<file path="config.mk">
export PLATFORM = sky130hd
export DESIGN_NAME = reg_hazard_classifier
export DESIGN_NICKNAME = d
export VERILOG_FILES = /design/src/rtl/rhc_pkg.sv /design/src/rtl/rhc_cmp.sv /design/src/rtl/rhc_window.sv /design/src/rtl/reg_hazard_classifier.sv
export SDC_FILE = /design/constraint.sdc
export NUM_CORES = 1
export LEC_CHECK = 0
export BUFFER_PORTS_ARGS = -buffer_cell sky130_fd_sc_hd__buf_2
export CAP_MARGIN = 20
export CORE_UTILIZATION = 31
export DETAILED_ROUTE_END_ITERATION = 7
export GPL_ROUTABILITY_DRIVEN = 1
export PLACE_DENSITY = 0.48
export SLEW_MARGIN = 30
export SYNTH_ARGS = -nofsm -noshare
export SYNTH_HDL_FRONTEND = slang
export SYNTH_SLANG_ARGS = --single-unit
</file>
<file path="constraint.sdc">
create_clock -name clk -period 6.1 [get_ports clk]
set_clock_uncertainty 0.2 [all_clocks]
set_input_delay 1.22 -clock clk [delete_from_list [all_inputs] [get_ports clk]]
set_output_delay 1.22 -clock clk [all_outputs]
set_load 0.1 [all_outputs]
</file>
<file path="src/rtl/rhc_pkg.sv">
package rhc_pkg;

    // Status flags kept for one window slot.
    typedef struct packed {
        logic vld;      // slot occupied
        logic dst_v;    // destination field meaningful
        logic s1_v;     // first source meaningful
        logic s2_v;     // second source meaningful
        logic rd_done;  // operands consumed
        logic wr_done;  // result produced
    } ent_flags_t;

endpackage

</file>
<file path="src/rtl/rhc_cmp.sv">
module rhc_cmp #(
    parameter int RW = 5
) (
    input  rhc_pkg::ent_flags_t ent_fl,
    input  logic [RW-1:0]       ent_dst,
    input  logic [RW-1:0]       ent_s1,
    input  logic [RW-1:0]       ent_s2,
    input  logic [RW-1:0]       cand_dst,
    input  logic                cand_dst_v,
    input  logic [RW-1:0]       cand_s1,
    input  logic                cand_s1_v,
    input  logic [RW-1:0]       cand_s2,
    input  logic                cand_s2_v,
    output logic                raw_o,
    output logic                waw_o,
    output logic                war_o
);
    logic pending_wr;
    logic pending_rd;
    logic cand_wr;

    always_comb begin
        // Older entry still owes a write to a real register.
        pending_wr = ent_fl.vld && ent_fl.dst_v && (ent_dst != '0) && !ent_fl.wr_done;
        // Older entry still owes its operand reads.
        pending_rd = ent_fl.vld && !ent_fl.rd_done;
        // Candidate writes a real register.
        cand_wr    = cand_dst_v && (cand_dst != '0);

        raw_o = pending_wr && ((cand_s1_v && (cand_s1 == ent_dst)) ||
                               (cand_s2_v && (cand_s2 == ent_dst)));
        waw_o = pending_wr && cand_wr && (cand_dst == ent_dst);
        war_o = pending_rd && cand_wr && ((ent_fl.s1_v && (ent_s1 == cand_dst)) ||
                                          (ent_fl.s2_v && (ent_s2 == cand_dst)));
    end
endmodule

</file>
<file path="src/rtl/rhc_window.sv">
module rhc_window #(
    parameter int NENT = 4,
    parameter int RW   = 5
) (
    input  logic                           clk,
    input  logic                           rst_n,
    input  logic                           push_i,
    input  logic [RW-1:0]                  in_dst,
    input  logic                           in_dst_v,
    input  logic [RW-1:0]                  in_s1,
    input  logic                           in_s1_v,
    input  logic [RW-1:0]                  in_s2,
    input  logic                           in_s2_v,
    input  logic [NENT-1:0]                mark_rd,
    input  logic [NENT-1:0]                mark_wr,
    output rhc_pkg::ent_flags_t [NENT-1:0] fl_o,
    output logic [NENT-1:0][RW-1:0]        dst_o,
    output logic [NENT-1:0][RW-1:0]        s1_o,
    output logic [NENT-1:0][RW-1:0]        s2_o,
    output logic [NENT-1:0]                occ_o,
    output logic                           full_o
);
    localparam int CW = $clog2(NENT + 1);

    typedef struct packed {
        rhc_pkg::ent_flags_t [NENT-1:0] fl;
        logic [NENT-1:0][RW-1:0]        dst;
        logic [NENT-1:0][RW-1:0]        s1;
        logic [NENT-1:0][RW-1:0]        s2;
        logic [CW-1:0]                  cnt;
    } win_t;

    win_t st_d, st_q;
    win_t upd;
    int   n_ret;
    logic stop;

    always_comb begin
        // Leading run of written entries, judged on registered state.
        n_ret = 0;
        stop  = 1'b0;
        for (int i = 0; i < NENT; i++) begin
            if (!stop && st_q.fl[i].vld && st_q.fl[i].wr_done) n_ret = n_ret + 1;
            else stop = 1'b1;
        end

        // Apply completion marks to occupied slots only.
        upd = st_q;
        for (int i = 0; i < NENT; i++) begin
            if (st_q.fl[i].vld) begin
                if (mark_rd[i] || mark_wr[i]) upd.fl[i].rd_done = 1'b1;
                if (mark_wr[i])               upd.fl[i].wr_done = 1'b1;
            end
        end

        // Compact toward slot 0 by the retired count.
        st_d = '0;
        for (int i = 0; i < NENT; i++) begin
            for (int j = 0; j < NENT; j++) begin
                if (j == i + n_ret) begin
                    st_d.fl[i]  = upd.fl[j];
                    st_d.dst[i] = upd.dst[j];
                    st_d.s1[i]  = upd.s1[j];
                    st_d.s2[i]  = upd.s2[j];
                end
            end
        end
        st_d.cnt = st_q.cnt - CW'(n_ret);

        // Append behind the survivors unless the window was full.
        if (push_i && (st_q.cnt != CW'(NENT))) begin
            for (int k = 0; k < NENT; k++) begin
                if (k == int'(st_q.cnt) - n_ret) begin
                    st_d.fl[k]  = '{vld: 1'b1, dst_v: in_dst_v, s1_v: in_s1_v,
                                    s2_v: in_s2_v, rd_done: 1'b0, wr_done: 1'b0};
                    st_d.dst[k] = in_dst;
                    st_d.s1[k]  = in_s1;
                    st_d.s2[k]  = in_s2;
                end
            end
            st_d.cnt = st_d.cnt + CW'(1);
        end
    end

    always_ff @(posedge clk or negedge rst_n) begin
        if (!rst_n) st_q <= '0;
        else        st_q <= st_d;
    end

    always_comb begin
        fl_o   = st_q.fl;
        dst_o  = st_q.dst;
        s1_o   = st_q.s1;
        s2_o   = st_q.s2;
        full_o = (st_q.cnt == CW'(NENT));
        for (int i = 0; i < NENT; i++) occ_o[i] = st_q.fl[i].vld;
    end
endmodule

</file>
<file path="src/rtl/reg_hazard_classifier.sv">
module reg_hazard_classifier #(
    parameter int NENT = 4,
    parameter int RW   = 5
) (
    input  logic            clk,
    input  logic            rst_n,
    input  logic            push_i,
    input  logic [RW-1:0]   new_dst_i,
    input  logic            new_dst_vld_i,
    input  logic [RW-1:0]   new_src1_i,
    input  logic            new_src1_vld_i,
    input  logic [RW-1:0]   new_src2_i,
    input  logic            new_src2_vld_i,
    input  logic [NENT-1:0] mark_read_i,
    input  logic [NENT-1:0] mark_written_i,
    output logic [NENT-1:0] true_dep_o,
    output logic [NENT-1:0] out_dep_o,
    output logic [NENT-1:0] anti_dep_o,
    output logic            issue_ok_o,
    output logic [NENT-1:0] slot_occ_o,
    output logic            win_full_o
);
    rhc_pkg::ent_flags_t [NENT-1:0] w_fl;
    logic [NENT-1:0][RW-1:0]        w_dst;
    logic [NENT-1:0][RW-1:0]        w_s1;
    logic [NENT-1:0][RW-1:0]        w_s2;

    rhc_window #(.NENT(NENT), .RW(RW)) win_i (
        .clk      (clk),
        .rst_n    (rst_n),
        .push_i   (push_i),
        .in_dst   (new_dst_i),
        .in_dst_v (new_dst_vld_i),
        .in_s1    (new_src1_i),
        .in_s1_v  (new_src1_vld_i),
        .in_s2    (new_src2_i),
        .in_s2_v  (new_src2_vld_i),
        .mark_rd  (mark_read_i),
        .mark_wr  (mark_written_i),
        .fl_o     (w_fl),
        .dst_o    (w_dst),
        .s1_o     (w_s1),
        .s2_o     (w_s2),
        .occ_o    (slot_occ_o),
        .full_o   (win_full_o)
    );

    for (genvar g = 0; g < NENT; g++) begin : g_cmp
        rhc_cmp #(.RW(RW)) cmp_i (
            .ent_fl     (w_fl[g]),
            .ent_dst    (w_dst[g]),
            .ent_s1     (w_s1[g]),
            .ent_s2     (w_s2[g]),
            .cand_dst   (new_dst_i),
            .cand_dst_v (new_dst_vld_i),
            .cand_s1    (new_src1_i),
            .cand_s1_v  (new_src1_vld_i),
            .cand_s2    (new_src2_i),
            .cand_s2_v  (new_src2_vld_i),
            .raw_o      (true_dep_o[g]),
            .waw_o      (out_dep_o[g]),
            .war_o      (anti_dep_o[g])
        );
    end

    always_comb issue_ok_o = ~|(true_dep_o | out_dep_o | anti_dep_o);
endmodule

</file>
==> impl_metrics.env <==
export IMPL_clock_sinks=87
export IMPL_worstHoldStart="win_i.fl_o[22]"
export IMPL_dr_total_vias=7199
export IMPL_layout_area_seq_mm2=0.00218
export IMPL_diodes=0
export IMPL_cts_made_buffers=9
export IMPL_critPathTopFamily="simple AND/OR/NAND/NOR gates"
export IMPL_grt_pass1_vias=6631
export IMPL_peakVddDrop_v=0.000189
export IMPL_drc=0
export IMPL_place_area_mm2=0.00785
export IMPL_yosys_area_top_type_share=0.289
export IMPL_period_minus_slack_ns=5.62
export IMPL_path_clk_slew_ns=0.07
export IMPL_grt_pass1_wl_mm=43.4
export IMPL_post_cts_buffers=0
export IMPL_synth_distinct_cells=69
export IMPL_track_usage=0.239
export IMPL_endpoint_kind="flip-flop"
export IMPL_nets=921
export IMPL_holdPathEnd="win_i.fl_o[4]"
export IMPL_grt_max_degree=48
export IMPL_dp_hpwl_mm=18.7
export IMPL_maxSlewHeadroom=0.370
export IMPL_worstPathArrival_ns=5.66
export IMPL_ctsResizeCount=0
export IMPL_rsz0062_at_grt="no"
export IMPL_dieArea_mm2=0.0249
export IMPL_multi_input_area_mm2=0.00472
export IMPL_finalHoldViolCount=0
export IMPL_p_leak_nw=3.34
export IMPL_critical_path_required_ns=6.14
export IMPL_cpMostUsedCell="ha_1"
export IMPL_cts_hold_buf=0
export IMPL_syn_area_mm2=0.00752
export IMPL_outcome="complete, no violations"
export IMPL_worstSetupPathType="reg -> reg"
export IMPL_clock_root_buffer="clkbuf_16"
export IMPL_die_h_um=158
export IMPL_cpMaxStageDelayCell="nand4_1"
export IMPL_avgSynthCellArea_um2=8.24
export IMPL_slowest_delay_ns=0.55
export IMPL_clk_path_buf_depth=2
export IMPL_area_growth_synth_to_final_pct=8.18
export IMPL_final_antenna_net_count=0
export IMPL_core_mm2=0.0236
export IMPL_ys_async_sr_fraction=1.00
export IMPL_fmax_ghz=0.178
export IMPL_synth_fp_nets=956
export IMPL_drv_cap=0
export IMPL_tns_ns=0
export IMPL_reg2reg_depth=21
export IMPL_vias_per_cell=6.01
export IMPL_start_kind="flip-flop"
export IMPL_synthFlopType="dfrtp_1"
export IMPL_h_tree_depth=3
export IMPL_drtIter0Drc=981
export IMPL_portBuffers=46
export IMPL_timing_final_crit_share=0.921
export IMPL_synth_common_cells="nor2_1, dfrtp_1, nand2_1"
export IMPL_synth_edf_count=0
export IMPL_clk_latency_ns=0.36
export IMPL_timing_critical_path_buf_inv=2
export IMPL_worst_path_max_fanout=18
export IMPL_synth_most_common_cell="nor2_1"
export IMPL_die_w_um=158
export IMPL_initial_core_util=0.319
export IMPL_firstDrtPassIters=6
export IMPL_cts_tree="yes"
export IMPL_finalSetupViolCount=0
export IMPL_synthTopCellsByArea="dfrtp_1, xor2_1, nor2_1"
export IMPL_drive_above_1_share=0.148
export IMPL_seq_area_frac_synth=0.289
export IMPL_place_gp_congestion=0.858
export IMPL_crit_cells=21
export IMPL_rr_startpoint="win_i.fl_o[0]"
export IMPL_p_per_area_mw_per_mm2=508
export IMPL_slew_viol_final=0
export IMPL_nFillCells=2498
export IMPL_antenna_found_initial=0
export IMPL_reg2reg_to="win_i.s2_o[9]"
export IMPL_wire_per_inst_um=24.5
export IMPL_yosysTopAreaCell="dfrtp_1"
export IMPL_reg2reg_slack_ns=0.48
export IMPL_worst_pin_slew_ns=0.943
export IMPL_core_rowCount=56
export IMPL_synth_seq_cells=87
export IMPL_yosys_warnings=0
export IMPL_wirelength_mm=29.4
export IMPL_syn_inst=913
export IMPL_grt_overflow_total=0
export IMPL_ios=47
export IMPL_hold_depth=1
export IMPL_path_cells="and2_1, inv_1, nor3_1, ha_1, nand3_2, nand2_1, o21ai_0, ha_1, nand3_1, xor2_1, and2_4, inv_2, ha_1, o21a_1, or2_2, ha_1, nand2b_1, a21oi_1, nand4_1, and2_4, a221oi_1"
export IMPL_final_cell_area_mm2=0.00814
export IMPL_hp_class="reg -> reg"
==> where the power goes <==
group / internal (mW) / leakage, nW / switching, mW / total (mW)
combinational: 0.953 / 2.10 / 1.27 / 2.22
sequential: 0.847 / 1.10 / 0.470 / 1.32
clock: 0.351 / 0.140 / 0.245 / 0.596
total: 2.15 / 3.34 / 1.99 / 4.14
==> metrics by stage <==
step	instances	utilization	hold slack (ns)	total power, mW	worst slack [ns]
global route	1198	0.345	0.446	4.38	0.204
floorplan	913	-	0.331	2.88	0.797
detailed placement	1186	0.332	0.394	3.49	0.601
finish	1198	0.345	0.412	4.14	0.481
global placement	1186	0.332	0.394	3.49	0.839
CTS	1198	0.345	0.399	4.10	0.530
==> cell type report <==
cell class,count,share of cell area
repair buffers,78,0.0596
inverters,19,0.00876
clock inverters,2,0.00738
multi-input cells,683,0.580
clock buffers,10,0.0281
well taps,319,0.0490
flip-flops and latches,87,0.267
==> cell families after synthesis <==
logic type      share of synthesized area
buf+inv                            0.0933
compound gates                      0.269
fa+ha+maj                          0.0243
flops                               0.289
mux                               0.00416
other cells                      0.000498
simple gates                        0.194
xor+xnor                            0.126
==> cell usage in the layout, fill, tap and decap left out, types with 10 or more instances in the layout <==
cell type and count:
o21ai_0 34, or2_1 14, a221o_1 18, buf_2 45, inv_1 18, o31ai_1 18, a22oi_1 21, buf_4 32
a221oi_1 29, a21oi_1 12, a222oi_1 23, dfrtp_1 87, nand3_1 25, nor2_1 104, xor2_1 64, ha_1 13
nor4_1 17, a21o_1 23, a221oi_2 10, a211oi_1 21, nand2_1 77, a31oi_1 22, xnor2_1 43
==> state kept, by name, summed over array words and instances (netlist names) <==
name,count
win_i.dst_o,20
win_i.fl_o,24
win_i.s1_o,20
win_i.s2_o,20
win_i.st_q,3
==> worst register-to-register path, stage by stage (launching register included) <==
cell,delay [ns]
dfrtp_1,0.38
and2_1,0.19
inv_1,0.07
nor3_1,0.28
ha_1,0.27
nand3_2,0.09
nand2_1,0.25
o21ai_0,0.20
ha_1,0.34
nand3_1,0.12
xor2_1,0.16
and2_4,0.18
inv_2,0.07
ha_1,0.34
o21a_1,0.17
or2_2,0.14
ha_1,0.22
nand2b_1,0.14
a21oi_1,0.26
nand4_1,0.55
and2_4,0.52
a221oi_1,0.35
==> how the worst max path moves through the flow <==
stage / from / end / slack (ns)
after detailed placement: win_i.fl_o[0] / win_i.s2_o[9] / 0.60
final: win_i.fl_o[0] / win_i.s2_o[9] / 0.48
after CTS: win_i.fl_o[0] / win_i.s2_o[9] / 0.53
after global routing: win_i.fl_o[0] / win_i.s2_o[9] / 0.20
after floorplan: new_dst_i[4] / issue_ok_o / 0.80
after global placement: win_i.fl_o[0] / win_i.dst_o[0] / 0.84
==> metal layers <==
layer | share of wire | global-route usage
met5 | 0 | 0
met4 | 0.017 | 0.0661
met3 | 0.094 | 0.0443
met2 | 0.44 | 0.362
met1 | 0.45 | 0.343
Note: power is estimated with default switching activity, not from simulation.
